File: src/rtl/irq_pkg.sv
package irq_pkg;
   // Step strobes that decide when deferred requests are merged.
   typedef struct packed {
      logic disp;
      logic timer;
      logic cpu;
   } irq_step_t;

   localparam int unsigned IRQ_SRC_DEFAULT  = 5;
   localparam int unsigned IRQ_BYTE_DEFAULT = 8;
endpackage

File: src/rtl/irq_defer_set.sv
module irq_defer_set
   import irq_pkg::*;
#(
   parameter int unsigned NUM_SRC    = IRQ_SRC_DEFAULT,
   parameter int unsigned DISP_MASK  = 3,
   parameter int unsigned TIMER_MASK = 4
) (
   input  logic               clk,
   input  logic               rst_n,
   input  irq_step_t          step,
   input  logic               cpu_wr,
   input  logic [NUM_SRC-1:0] req_defer,
   output logic [NUM_SRC-1:0] defer_q,
   output logic [NUM_SRC-1:0] merge_out
);
   logic [NUM_SRC-1:0] merge_sel;

   if ((DISP_MASK & TIMER_MASK) != 0) begin : g_chk_overlap
      $error("irq_defer_set: a source cannot belong to both step domains");
   end
   if (NUM_SRC < 32) begin : g_chk_range
      if ((DISP_MASK >> NUM_SRC) != 0 || (TIMER_MASK >> NUM_SRC) != 0) begin : g_bad
         $error("irq_defer_set: domain mask exceeds source count");
      end
   end

   for (genvar i = 0; i < NUM_SRC; i++) begin : g_src
      localparam bit IN_DISP  = ((DISP_MASK  >> i) & 1) != 0;
      localparam bit IN_TIMER = ((TIMER_MASK >> i) & 1) != 0;
      if (IN_DISP) begin : g_disp
         assign merge_sel[i] = step.cpu | step.disp;
      end else if (IN_TIMER) begin : g_timer
         assign merge_sel[i] = step.cpu | step.timer;
      end else begin : g_cpu_only
         assign merge_sel[i] = step.cpu;
      end
   end

   // Held bits leave only through their own merge step; a CPU write discards them.
   always_ff @(posedge clk) begin
      if (!rst_n) begin
         defer_q <= '0;
      end else if (cpu_wr) begin
         defer_q <= req_defer;
      end else begin
         defer_q <= (defer_q & ~merge_sel) | req_defer;
      end
   end

   assign merge_out = cpu_wr ? '0 : (defer_q & merge_sel);

   p_wr_discards_r6: assert property (@(posedge clk) disable iff (!rst_n)
      (cpu_wr && req_defer == '0) |=> (defer_q == '0));

   p_cpu_merges_all_r5: assert property (@(posedge clk) disable iff (!rst_n)
      (step.cpu && !cpu_wr && req_defer == '0) |=> (defer_q == '0));

   p_hold_until_step_r4: assert property (@(posedge clk) disable iff (!rst_n)
      (!cpu_wr && !step.cpu && !step.disp && !step.timer) |=>
         ((defer_q & $past(defer_q)) == $past(defer_q)));
endmodule

File: src/rtl/irq_flag_reg.sv
module irq_flag_reg
   import irq_pkg::*;
#(
   parameter int unsigned NUM_SRC = IRQ_SRC_DEFAULT,
   parameter int unsigned DATA_W  = IRQ_BYTE_DEFAULT
) (
   input  logic               clk,
   input  logic               rst_n,
   input  logic               cpu_wr,
   input  logic [DATA_W-1:0]  wdata,
   input  logic [NUM_SRC-1:0] req_now,
   input  logic [NUM_SRC-1:0] merge_in,
   output logic [NUM_SRC-1:0] flag_q
);
   logic [NUM_SRC-1:0] flag_d;

   if (NUM_SRC > DATA_W) begin : g_chk_width
      $error("irq_flag_reg: more sources than data bits");
   end

   // An immediate request is ORed in last, so it survives a CPU write.
   always_comb begin
      if (cpu_wr) begin
         flag_d = wdata[NUM_SRC-1:0] | req_now;
      end else begin
         flag_d = flag_q | merge_in | req_now;
      end
   end

   always_ff @(posedge clk) begin
      if (!rst_n) begin
         flag_q <= '0;
      end else begin
         flag_q <= flag_d;
      end
   end

   for (genvar i = 0; i < NUM_SRC; i++) begin : g_chk
      p_req_wins_r9: assert property (@(posedge clk) disable iff (!rst_n)
         req_now[i] |=> flag_q[i]);
   end
endmodule

File: src/rtl/irq_halt_ctrl.sv
module irq_halt_ctrl (
   input  logic clk,
   input  logic rst_n,
   input  logic halt_req,
   input  logic wake,
   output logic halted_q
);
   always_ff @(posedge clk) begin
      if (!rst_n) begin
         halted_q <= 1'b0;
      end else if (wake) begin
         halted_q <= 1'b0;
      end else if (halt_req) begin
         halted_q <= 1'b1;
      end
   end

   p_wake_clears_r8: assert property (@(posedge clk) disable iff (!rst_n)
      wake |=> !halted_q);

   p_halt_sets_r8: assert property (@(posedge clk) disable iff (!rst_n)
      (halt_req && !wake) |=> halted_q);
endmodule

File: src/rtl/irq_flag_ctrl.sv
module irq_flag_ctrl
   import irq_pkg::*;
#(
   parameter int unsigned NUM_SRC    = IRQ_SRC_DEFAULT,
   parameter int unsigned DATA_W     = IRQ_BYTE_DEFAULT,
   parameter int unsigned DISP_MASK  = 3,
   parameter int unsigned TIMER_MASK = 4
) (
   input  logic               clk,
   input  logic               rst_n,
   input  logic [NUM_SRC-1:0] req_now,
   input  logic [NUM_SRC-1:0] req_defer,
   input  logic               disp_step,
   input  logic               timer_step,
   input  logic               cpu_step,
   input  logic               flag_wr,
   input  logic [DATA_W-1:0]  flag_wdata,
   input  logic               en_wr,
   input  logic [DATA_W-1:0]  en_wdata,
   input  logic               halt_req,
   output logic [DATA_W-1:0]  flag_rdata,
   output logic [NUM_SRC-1:0] pending,
   output logic               halted
);
   localparam int unsigned PAD_W = DATA_W - NUM_SRC;

   irq_step_t          step;
   logic [NUM_SRC-1:0] defer_q;
   logic [NUM_SRC-1:0] merge_bits;
   logic [NUM_SRC-1:0] flag_q;
   logic [NUM_SRC-1:0] en_q;
   logic [NUM_SRC-1:0] defer_seen;
   logic [NUM_SRC-1:0] raw_view;

   assign step = '{disp: disp_step, timer: timer_step, cpu: cpu_step};

   irq_defer_set #(
      .NUM_SRC(NUM_SRC), .DISP_MASK(DISP_MASK), .TIMER_MASK(TIMER_MASK)
   ) u_defer (
      .clk(clk), .rst_n(rst_n), .step(step), .cpu_wr(flag_wr),
      .req_defer(req_defer), .defer_q(defer_q), .merge_out(merge_bits)
   );

   irq_flag_reg #(.NUM_SRC(NUM_SRC), .DATA_W(DATA_W)) u_flag (
      .clk(clk), .rst_n(rst_n), .cpu_wr(flag_wr), .wdata(flag_wdata),
      .req_now(req_now), .merge_in(merge_bits), .flag_q(flag_q)
   );

   irq_halt_ctrl u_halt (
      .clk(clk), .rst_n(rst_n), .halt_req(halt_req),
      .wake(|pending), .halted_q(halted)
   );

   always_ff @(posedge clk) begin
      if (!rst_n) begin
         en_q <= '0;
      end else if (en_wr) begin
         en_q <= en_wdata[NUM_SRC-1:0];
      end
   end

   // Deferred requests reach dispatch only while the core runs.
   assign defer_seen = halted ? '0 : defer_q;
   assign pending    = en_q & (flag_q | defer_seen);
   assign raw_view   = flag_q | defer_q;

   if (PAD_W > 0) begin : g_padded
      assign flag_rdata = {{PAD_W{1'b1}}, raw_view};
   end else begin : g_exact
      assign flag_rdata = raw_view;
   end

   p_halt_hides_defer_r7: assert property (@(posedge clk) disable iff (!rst_n)
      halted |-> ((pending & ~flag_q) == '0));

   p_run_sees_defer_r7: assert property (@(posedge clk) disable iff (!rst_n)
      (!halted && (en_q & defer_q) != '0) |-> (pending != '0));

   p_rdata_covers_defer_r3: assert property (@(posedge clk) disable iff (!rst_n)
      ((flag_rdata[NUM_SRC-1:0] & defer_q) == defer_q));
endmodule

File: config.mk
export PLATFORM = sky130hd
export DESIGN_NAME = irq_flag_ctrl
export DESIGN_NICKNAME = d
export VERILOG_FILES = /design/src/rtl/irq_pkg.sv /design/src/rtl/irq_defer_set.sv /design/src/rtl/irq_flag_reg.sv /design/src/rtl/irq_halt_ctrl.sv /design/src/rtl/irq_flag_ctrl.sv
export SDC_FILE = /design/constraint.sdc
export NUM_CORES = 1
export LEC_CHECK = 0
export BUFFER_PORTS_ARGS = -buffer_cell sky130_fd_sc_hd__clkbuf_2
export CORE_UTILIZATION = 36
export DETAILED_ROUTE_END_ITERATION = 7
export PLACE_DENSITY = 0.68
export SYNTH_ARGS = -nofsm -noshare
export SYNTH_HDL_FRONTEND = slang
export SYNTH_HIERARCHICAL = 1
export SYNTH_SLANG_ARGS = --single-unit
File: constraint.sdc
create_clock -name clk -period 1.76 [get_ports clk]
set_clock_uncertainty 0.1 [all_clocks]
set_input_delay 0.528 -clock clk [delete_from_list [all_inputs] [get_ports clk]]
set_output_delay 0.528 -clock clk [all_outputs]
set_load 0.02 [all_outputs]
==> results.json, run 1 <==
{
  "clock-sinks": 16,
  "dr_total_vias": 757,
  "holdPathEnd": "u_defer/defer_q[3]",
  "drc": 0,
  "grt_max_degree": 17,
  "synth.cell_area_um2": 813,
  "finalHoldViolCount": 0,
  "drtIter0Drc": 8,
  "nets": 164,
  "place_area_mm2": 0.00104,
  "slowest_delay_ns": 0.39,
  "setup_violations": 1,
  "firstDrtPassIters": 3,
  "grt_overflow": 0,
  "violations": "setup timing",
  "die-area_mm2": 0.00245,
  "crit_slowest_cell": "dfxtp_4",
  "worstReg2RegEnd": "u_halt/halted_q",
  "fin_cells": 156,
  "final_cell_mix": "clkbuf_2, o21a_1, dfxtp_1",
  "synth-seq-cells": 16,
  "yosysWarnings": 6,
  "ir_worst_vdd_mv": 0.394,
  "path_max_fanout": 7,
  "die_w_um": 49.5,
  "start_util_pct": 39.8,
  "tns_ns": -0.00461,
  "clkLatencyLatePin_ns": 0.28,
  "drive_gt1_share_pct": 46.5,
  "diodes": 0,
  "avgViaCountPerCell": 4.85,
  "ioPinCount": 48,
  "hpwl_um": 1380,
  "ys_seq_area_share_pct": 39.4,
  "cts_hold_buf": 0,
  "worstPathCellList": "nor2b_1 > o21a_1 > clkbuf_8",
  "power.leakage_nw": 0.550,
  "clockRootBuffer": "clkbuf_4",
  "cts_tree": "yes",
  "routedWlPerCell_um": 11.6,
  "hp-class": "input pin to flop",
  "coreArea_mm2": 0.00204,
  "max_cap_viol_count": 0,
  "p_per_area_mw_per_mm2": 733,
  "numPortBuffers": 38,
  "r2r-start": "u_defer/defer_q[2]",
  "cts_buffer_depth": 2,
  "ant_nets": 0,
  "rr_worst_depth": 6,
  "dieHeight_um": 49.5,
  "period_minus_slack_ns": 1.76,
  "fin_crit_sh_pct": 100,
  "grt_first_pass_wirelength_um": 3030,
  "gp_routability_congestion": 0.707,
  "reg2reg_slack_ns": 0.40,
  "min_from": "req_defer[3]",
  "cp.depth": 3,
  "wl_um": 1820,
  "hold_depth": 2,
  "maxSlewViolCount": 0,
  "rows": 16,
  "status": "finished, violations left",
  "crit_family": "flip-flops",
  "area_growth_pct": 40.9,
  "crit_type": "flop to primary output",
  "htreeDepth": 1,
  "crit_buf_inv": 1,
  "netlist_instances": 83,
  "setup_slack_ns": -0.00461,
  "placed_cells": 149,
  "crit_path_end_kind": "primary output",
  "ys_types": 21,
  "critical_path_required_ns": 1.13,
  "final_common_cell": "clkbuf_2",
  "grt_setup_unrepaired": "yes",
  "avgSynthCellArea_um2": 9.80,
  "grt.total_usage_pct": 15.8,
  "numCtsBuffers": 3,
  "fmax_ghz": 0.567,
  "path_clk_slew_ns": 0.10,
  "design_area_mm2": 0.00115,
  "worst_ep_arrival_time_ns": 1.14,
  "grt_pass1_vias": 734,
  "antenna_found_initial": 0,
  "utilization_pct": 56.1,
  "worst_setup_path_start_kind": "flop"
}
[metal layers]
| metal | global-route usage, % | wire, µm | vias up |
|---|---|---|---|
| li1 | - | - | 385 |
| met1 | 20.1 | 860 | 343 |
| met2 | 27.3 | 850 | 29 |
| met3 | 2.47 | 106 | 0 |
| met4 | 4.29 | 0 | 0 |
| met5 | 0 | 0 | - |
[metrics by stage]
step,total power [W],hold WS (ns),setup slack [ns]
global route,0.000893,0.346,-0.0611
finish,0.000840,0.348,-0.00461
CTS,0.000838,0.340,-0.0162
global placement,0.000584,0.414,0.00864
floorplan,0.000519,0.383,0.101
detailed placement,0.000588,0.423,-0.00737
[power by group]
part	internal, W	switching, W	total (W)
registers	0.000389	0.0000221	0.000411
logic	0.0000962	0.0000881	0.000184
clock network	0.000126	0.000118	0.000244
[cells in the mapped netlist]
library cell | n | area [µm²]
dfxtp_1 | 16 | 320
nor2b_1 | 10 | 62.6
o21a_1 | 10 | 75.1
mux2i_1 | 5 | 50.1
nor2_1 | 5 | 18.8
o311a_1 | 5 | 50.1
or2_1 | 5 | 31.3
or4_1 | 5 | 37.5
buf_4 | 4 | 30.0
inv_1 | 3 | 11.3
nor3b_1 | 3 | 22.5
and3b_1 | 2 | 17.5
nor4b_1 | 2 | 17.5
buf_2 | 1 | 5.00
buf_6 | 1 | 11.3
conb_1 | 1 | 3.75
nand2_1 | 1 | 3.75
nor3_2 | 1 | 10.0
nor3b_2 | 1 | 12.5
nor4b_2 | 1 | 15.0
o21bai_1 | 1 | 7.51
[cell type report]
cell class	instances	area [µm²]
inverters	3	11.3
well taps	27	33.8
repair buffers	46	284
multi-input cells	60	450
fillers	205	896
clock buffers	4	36.3
flip-flops and latches	16	330
[worst max path at each step]
| stage | start | endpoint | slack [ns] |
|---|---|---|---|
| 3_3_place_gp | flag_wr | u_flag/flag_q[3] | 0.009 |
| 3_5_place_dp | flag_wr | u_flag/flag_q[3] | -0.007 |
| 6_report | u_halt/halted_q | pending[3] | -0.005 |
| 2_1_floorplan | flag_wr | u_flag/flag_q[3] | 0.10 |
| 4_1_cts | u_defer/defer_q[1] | pending[1] | -0.02 |
| 5_1_grt | u_halt/halted_q | pending[3] | -0.06 |
[cells by family after synthesis]
kind of cell,synth area share [%]
other cells,0.461
mux,6.15
flops,39.4
compound gates,16.3
simple gates,30.6
buf+inv,7.08
[repair_timing]
item | CTS | global route
gates resized for setup | 8 | 14
endpoints found under the setup margin | 5 | 5
pin swaps | 0 | 3
gates cloned | 0 | 0
setup buffers | 0 | 3
hold endpoints to repair | 0 | 0
[state kept, by name (all words and copies together), names as in the netlist]
name             cells
u_flag/flag_q        5
en_q                 5
u_halt/halted_q      1
u_defer/defer_q      5
[worst reg2reg max path: stages, from the launching register on]
cell     delay (ns)
dfxtp_2        0.34
nor2b_1        0.12
o21a_1         0.21
buf_4          0.14
nor3_2         0.13
nand2_1        0.08
nor3b_2        0.16
Power figures use the tool's default switching activity.
==> inputs of run 2 (changes only) <==
Clock period 1.76 ns to 2.1 ns, I/O delays scaled along.
==> run 2 against run 1 <==
Against the previous run: the run now ends clean; global-route usage is 0.34 points higher; final cell count is 5.1% lower; final area is 9.7% lower; non-clock buffer count is 8 lower; register-to-register slack better by 0.34 ns; critical path depth stayed put; critical endpoint is now pending[2]; largest power group unchanged.
==> results.json, run 2 (synthesis gave the netlist of run 1 again) <==
{
  "dr_total_vias": 709,
  "ant_nets": 0,
  "drtIter0Drc": 6,
  "crit_type": "flop to primary output",
  "multi_input_area_um2": 443,
  "drive_gt1_share_pct": 37.2,
  "status": "completed",
  "fin_crit_sh_pct": 91.4,
  "grt_first_pass_wirelength_um": 3030,
  "worst_ep_arrival_time_ns": 1.19,
  "ir_worst_vdd_mv": 0.341,
  "totalPowerFinal_w": 0.000682,
  "clockRootBuffer": "clkbuf_4",
  "avgViaCountPerCell": 4.79,
  "critical_path_required_ns": 1.37,
  "p_per_area_mw_per_mm2": 659,
  "cts_hold_buf": 0,
  "cts_tree": "yes",
  "p_seq_share_pct": 50.0,
  "fillers": 207,
  "numCtsBuffers": 3,
  "coreArea_mm2": 0.00204,
  "finalHoldViolCount": 0,
  "die_w_um": 49.5,
  "htreeDepth": 1,
  "grt.total_usage_pct": 16.1,
  "firstDrtPassIters": 4,
  "drc": 0,
  "dieHeight_um": 49.5,
  "ioPinCount": 48,
  "setup_violations": 0,
  "place_area_um2": 998,
  "nets": 156,
  "design_area_mm2": 0.00103,
  "max_cap_viol_count": 0,
  "final-seq-area_um2": 320,
  "diodes": 0,
  "grt_setup_unrepaired": "no",
  "p_switching_w": 0.000187,
  "final_common_cell": "clkbuf_2",
  "p_comb_share_pct": 20.1,
  "die-area_mm2": 0.00245,
  "grt_pass1_vias": 681,
  "p_clk_share_pct": 29.9,
  "holdWs_ns": 0.432,
  "tns_ns": 0,
  "path_clk_slew_ns": 0.10,
  "worst_setup_path_start_kind": "flop",
  "crit_path_end_kind": "primary output",
  "grt_max_degree": 17,
  "clkLatencyLatePin_ns": 0.28,
  "cts_buffer_depth": 2,
  "path_max_fanout": 7,
  "cts_setup_buffers": 0,
  "use_met1_pct": 22.5,
  "period_minus_slack_ns": 1.92,
  "numPortBuffers": 38,
  "final_cell_mix": "clkbuf_2, dfxtp_1, nor2b_1, o21a_1",
  "use_met2_pct": 23.9,
  "clock-sinks": 16,
  "start_util_pct": 39.8,
  "antenna_found_initial": 0,
  "power.leakage_nw": 0.497,
  "rows": 16,
  "reg_top3": "en_q: 5 flops, u_defer/defer_q: 5 flops, u_flag/flag_q: 5 flops",
  "area_growth_pct": 27.2,
  "swShare_pct": 27.4,
  "maxSlewViolCount": 0,
  "gp_routability_congestion": 0.699,
  "fmax_ghz": 0.521,
  "grt_overflow": 0,
  "grt.busiest_layer": "met2",
  "grt_use_met3_pct": 4.94,
  "wl_um": 1740,
  "ctsResizeCount": 0,
  "routedWlPerCell_um": 11.8,
  "hp-class": "flop to flop",
  "utilization_pct": 50.7,
  "p_int_w": 0.000495
}
==> run 2: worst paths after layout <==
check                startpoint                to  slack [ns]  depth (start not counted)
max             u_halt/halted_q        pending[2]        0.18                          3
min                     en_q[3]           en_q[3]        0.43                          2
max reg2reg  u_defer/defer_q[3]  u_flag/flag_q[3]        0.74                          3
min reg2reg             en_q[3]           en_q[3]        0.43                          2
==> run 2: layer usage <==
| layer | vias to the layer above | share of wire [%] |
|---|---|---|
| met2 | 31 | 43 |
| li1 | 368 | - |
| met5 | - | 0 |
| met1 | 310 | 49 |
| met4 | 0 | 0 |
| met3 | 0 | 7.9 |
==> run 2: cell type report <==
class	count	share of cell area, %
Clock buffer	4	3.51
Timing Repair Buffer	38	18.4
Inverter	3	1.09
Tap cell	27	3.26
Sequential cell	16	31.0
Multi-Input combinational cell	60	42.8
==> run 2: stage by stage <==
step	setup slack, ns	std cells
final	0.181	148
after global routing	0.0741	148
after CTS	0.159	148
after detailed placement	0.169	144
after global placement	0.182	144
after floorplan	0.339	85
==> run 2: critical path: stages (launching register included) <==
cell and delay (ns):
dfxtp_1 0.46, nor2b_1 0.08, o21a_1 0.21, clkbuf_2 0.16
==> run 2: power by group through the flow <==
stage,Combinational (W),Sequential [W],Clock (W)
5_1_grt,0.000151,0.000346,0.000227
2_1_floorplan,0.0000905,0.000345,0
6_report,0.000137,0.000341,0.000204
3_5_place_dp,0.000137,0.000349,0
4_1_cts,0.000138,0.000342,0.000211
3_3_place_gp,0.000134,0.000348,0
==> inputs of run 3 (changes only) <==
Settings changed: CORE_UTILIZATION 36 to 37, PLACE_DENSITY 0.68 to not set, PLACE_DENSITY_LB_ADDON set to 0.1.
==> run 3 against run 2 <==
Against the previous run: via count is 2.3% lower; critical path depth stayed put; combinational power hardly changed; non-clock buffer count is 1 higher; sequential cell count stayed put; hold slack worse by 0.0010 ns; wire length is 7.6% lower; sequential power hardly changed; global-route usage is 1.4 points lower; critical path type unchanged; largest cell class unchanged.
==> results.json, run 3 (synthesis gave the netlist of run 1 again) <==
{
  "status": "completed",
  "crit_slowest_cell": "dfxtp_1",
  "drive_gt1_share_pct": 37.2,
  "firstDrtPassIters": 2,
  "reg2reg_slack_ns": 0.74,
  "clockRootBuffer": "clkbuf_4",
  "dr_total_vias": 693,
  "path_clk_slew_ns": 0.09,
  "fmax_ghz": 0.529,
  "numCtsBuffers": 3,
  "rows": 16,
  "antenna_found_initial": 0,
  "ctsResizeCount": 0,
  "worstPathCellList": "nor2b_1 > o21a_1 > clkbuf_2",
  "start_util_pct": 40.2,
  "maxSlewViolCount": 0,
  "gp_routability_congestion": 0.707,
  "coreArea_mm2": 0.00202,
  "dieHeight_um": 48.9,
  "reg_top3": "en_q: 5 flops, u_defer/defer_q: 5 flops, u_flag/flag_q: 5 flops",
  "ant_nets": 0,
  "finalHoldViolCount": 0,
  "drc": 0,
  "ioPinCount": 48,
  "worst_setup_path_start_kind": "flop",
  "die_w_um": 48.9,
  "crit_type": "flop to primary output",
  "area_growth_pct": 26.5,
  "holdPathEnd": "en_q[2]",
  "power.leakage_nw": 0.494,
  "fin_crit_sh_pct": 90.0,
  "wl_um": 1610,
  "worst_ep_arrival_time_ns": 1.16,
  "final_cell_mix": "clkbuf_2, dfxtp_1, nor2b_1, o21a_1",
  "r2r-start": "u_defer/defer_q[3]",
  "grt.total_usage_pct": 14.7,
  "cts_setup_buffers": 0,
  "hpwl_um": 1290,
  "htreeDepth": 1,
  "crit_family": "flip-flops",
  "hp-class": "flop to flop",
  "grt_first_pass_wirelength_um": 2750,
  "hold_depth": 2,
  "tns_ns": 0,
  "setup_violations": 0,
  "period_minus_slack_ns": 1.89,
  "nets": 157,
  "final-seq-area_um2": 320,
  "critical_path_required_ns": 1.37,
  "worstReg2RegEnd": "u_flag/flag_q[3]",
  "grt_pass1_vias": 636,
  "min_from": "en_q[2]",
  "slowest_delay_ns": 0.45,
  "numPortBuffers": 38,
  "diodes": 0,
  "fillers": 219,
  "rr_worst_depth": 3,
  "clkLatencyLatePin_ns": 0.27,
  "path_max_fanout": 7,
  "ir_worst_vdd_mv": 0.316,
  "crit_path_end_kind": "primary output",
  "cts_tree": "yes",
  "cts_hold_buf": 0,
  "crit_buf_inv": 1,
  "drtIter0Drc": 4,
  "utilization_pct": 50.9,
  "routedWlPerCell_um": 10.9,
  "grt_overflow": 0,
  "multi_input_area_um2": 443,
  "die-area_mm2": 0.00239,
  "final_common_cell": "clkbuf_2",
  "p_per_area_mw_per_mm2": 614,
  "clock-sinks": 16,
  "cts_buffer_depth": 2,
  "avgViaCountPerCell": 4.68,
  "grt_max_degree": 17,
  "max_cap_viol_count": 0,
  "grt_setup_unrepaired": "no"
}
[run 3: cell count changes in the layout (fill, tap and decap cells not counted)]
cell and change:
clkbuf_8 -1, buf_4 +1
[run 3: worst max path at each step]
stage	endpoint	from	cells past startpoint	slack [ns]
global placement	u_flag/flag_q[3]	flag_wr	4	0.21
CTS	pending[3]	u_halt/halted_q	3	0.18
finish	pending[1]	u_halt/halted_q	3	0.21
detailed placement	u_flag/flag_q[0]	flag_wr	5	0.20
global route	pending[1]	u_halt/halted_q	3	0.12
floorplan	u_flag/flag_q[3]	flag_wr	4	0.34
[run 3: tightest hold or removal path, cell delays in order (launching register included)]
cell and delay (ns):
dfxtp_1 0.34, mux2i_1 0.07, nor2b_1 0.09
[run 3: layer usage]
metal  wire (µm)  track usage [%]
met1         785             20.7
met2         728             21.8
met3          85             3.12
met4           8             5.88
met5           0                0
[run 3: area by class of cell]
type / count / share of cell area [%]
tap: 27 / 3.28
multi-input combinational: 60 / 43.1
timing repair buffer: 39 / 19.2
inverter: 3 / 1.09
sequential: 16 / 31.1
clock buffer: 3 / 2.19
[run 3: where the power goes]
group	internal (W)	switching (W)	leakage (nW)
registers	0.000325	0.0000161	0.133
clock network	0.0000664	0.0000877	0.0138
logic	0.0000661	0.0000703	0.347
total	0.000457	0.000174	0.494
[run 3: metrics by stage]
| step | power (W) | instances | worst slack (ns) | instance area [µm²] | hold slack [ns] |
|---|---|---|---|---|---|
| after floorplan | 0.000435 | 85 | 0.339 | 821 | 0.383 |
| after global placement | 0.000484 | 145 | 0.207 | 1010 | 0.411 |
| after detailed placement | 0.000486 | 145 | 0.203 | 1010 | 0.417 |
| after CTS | 0.000642 | 148 | 0.185 | 1030 | 0.435 |
| after global routing | 0.000680 | 148 | 0.117 | 1030 | 0.446 |
| final | 0.000631 | 148 | 0.210 | 1030 | 0.431 |
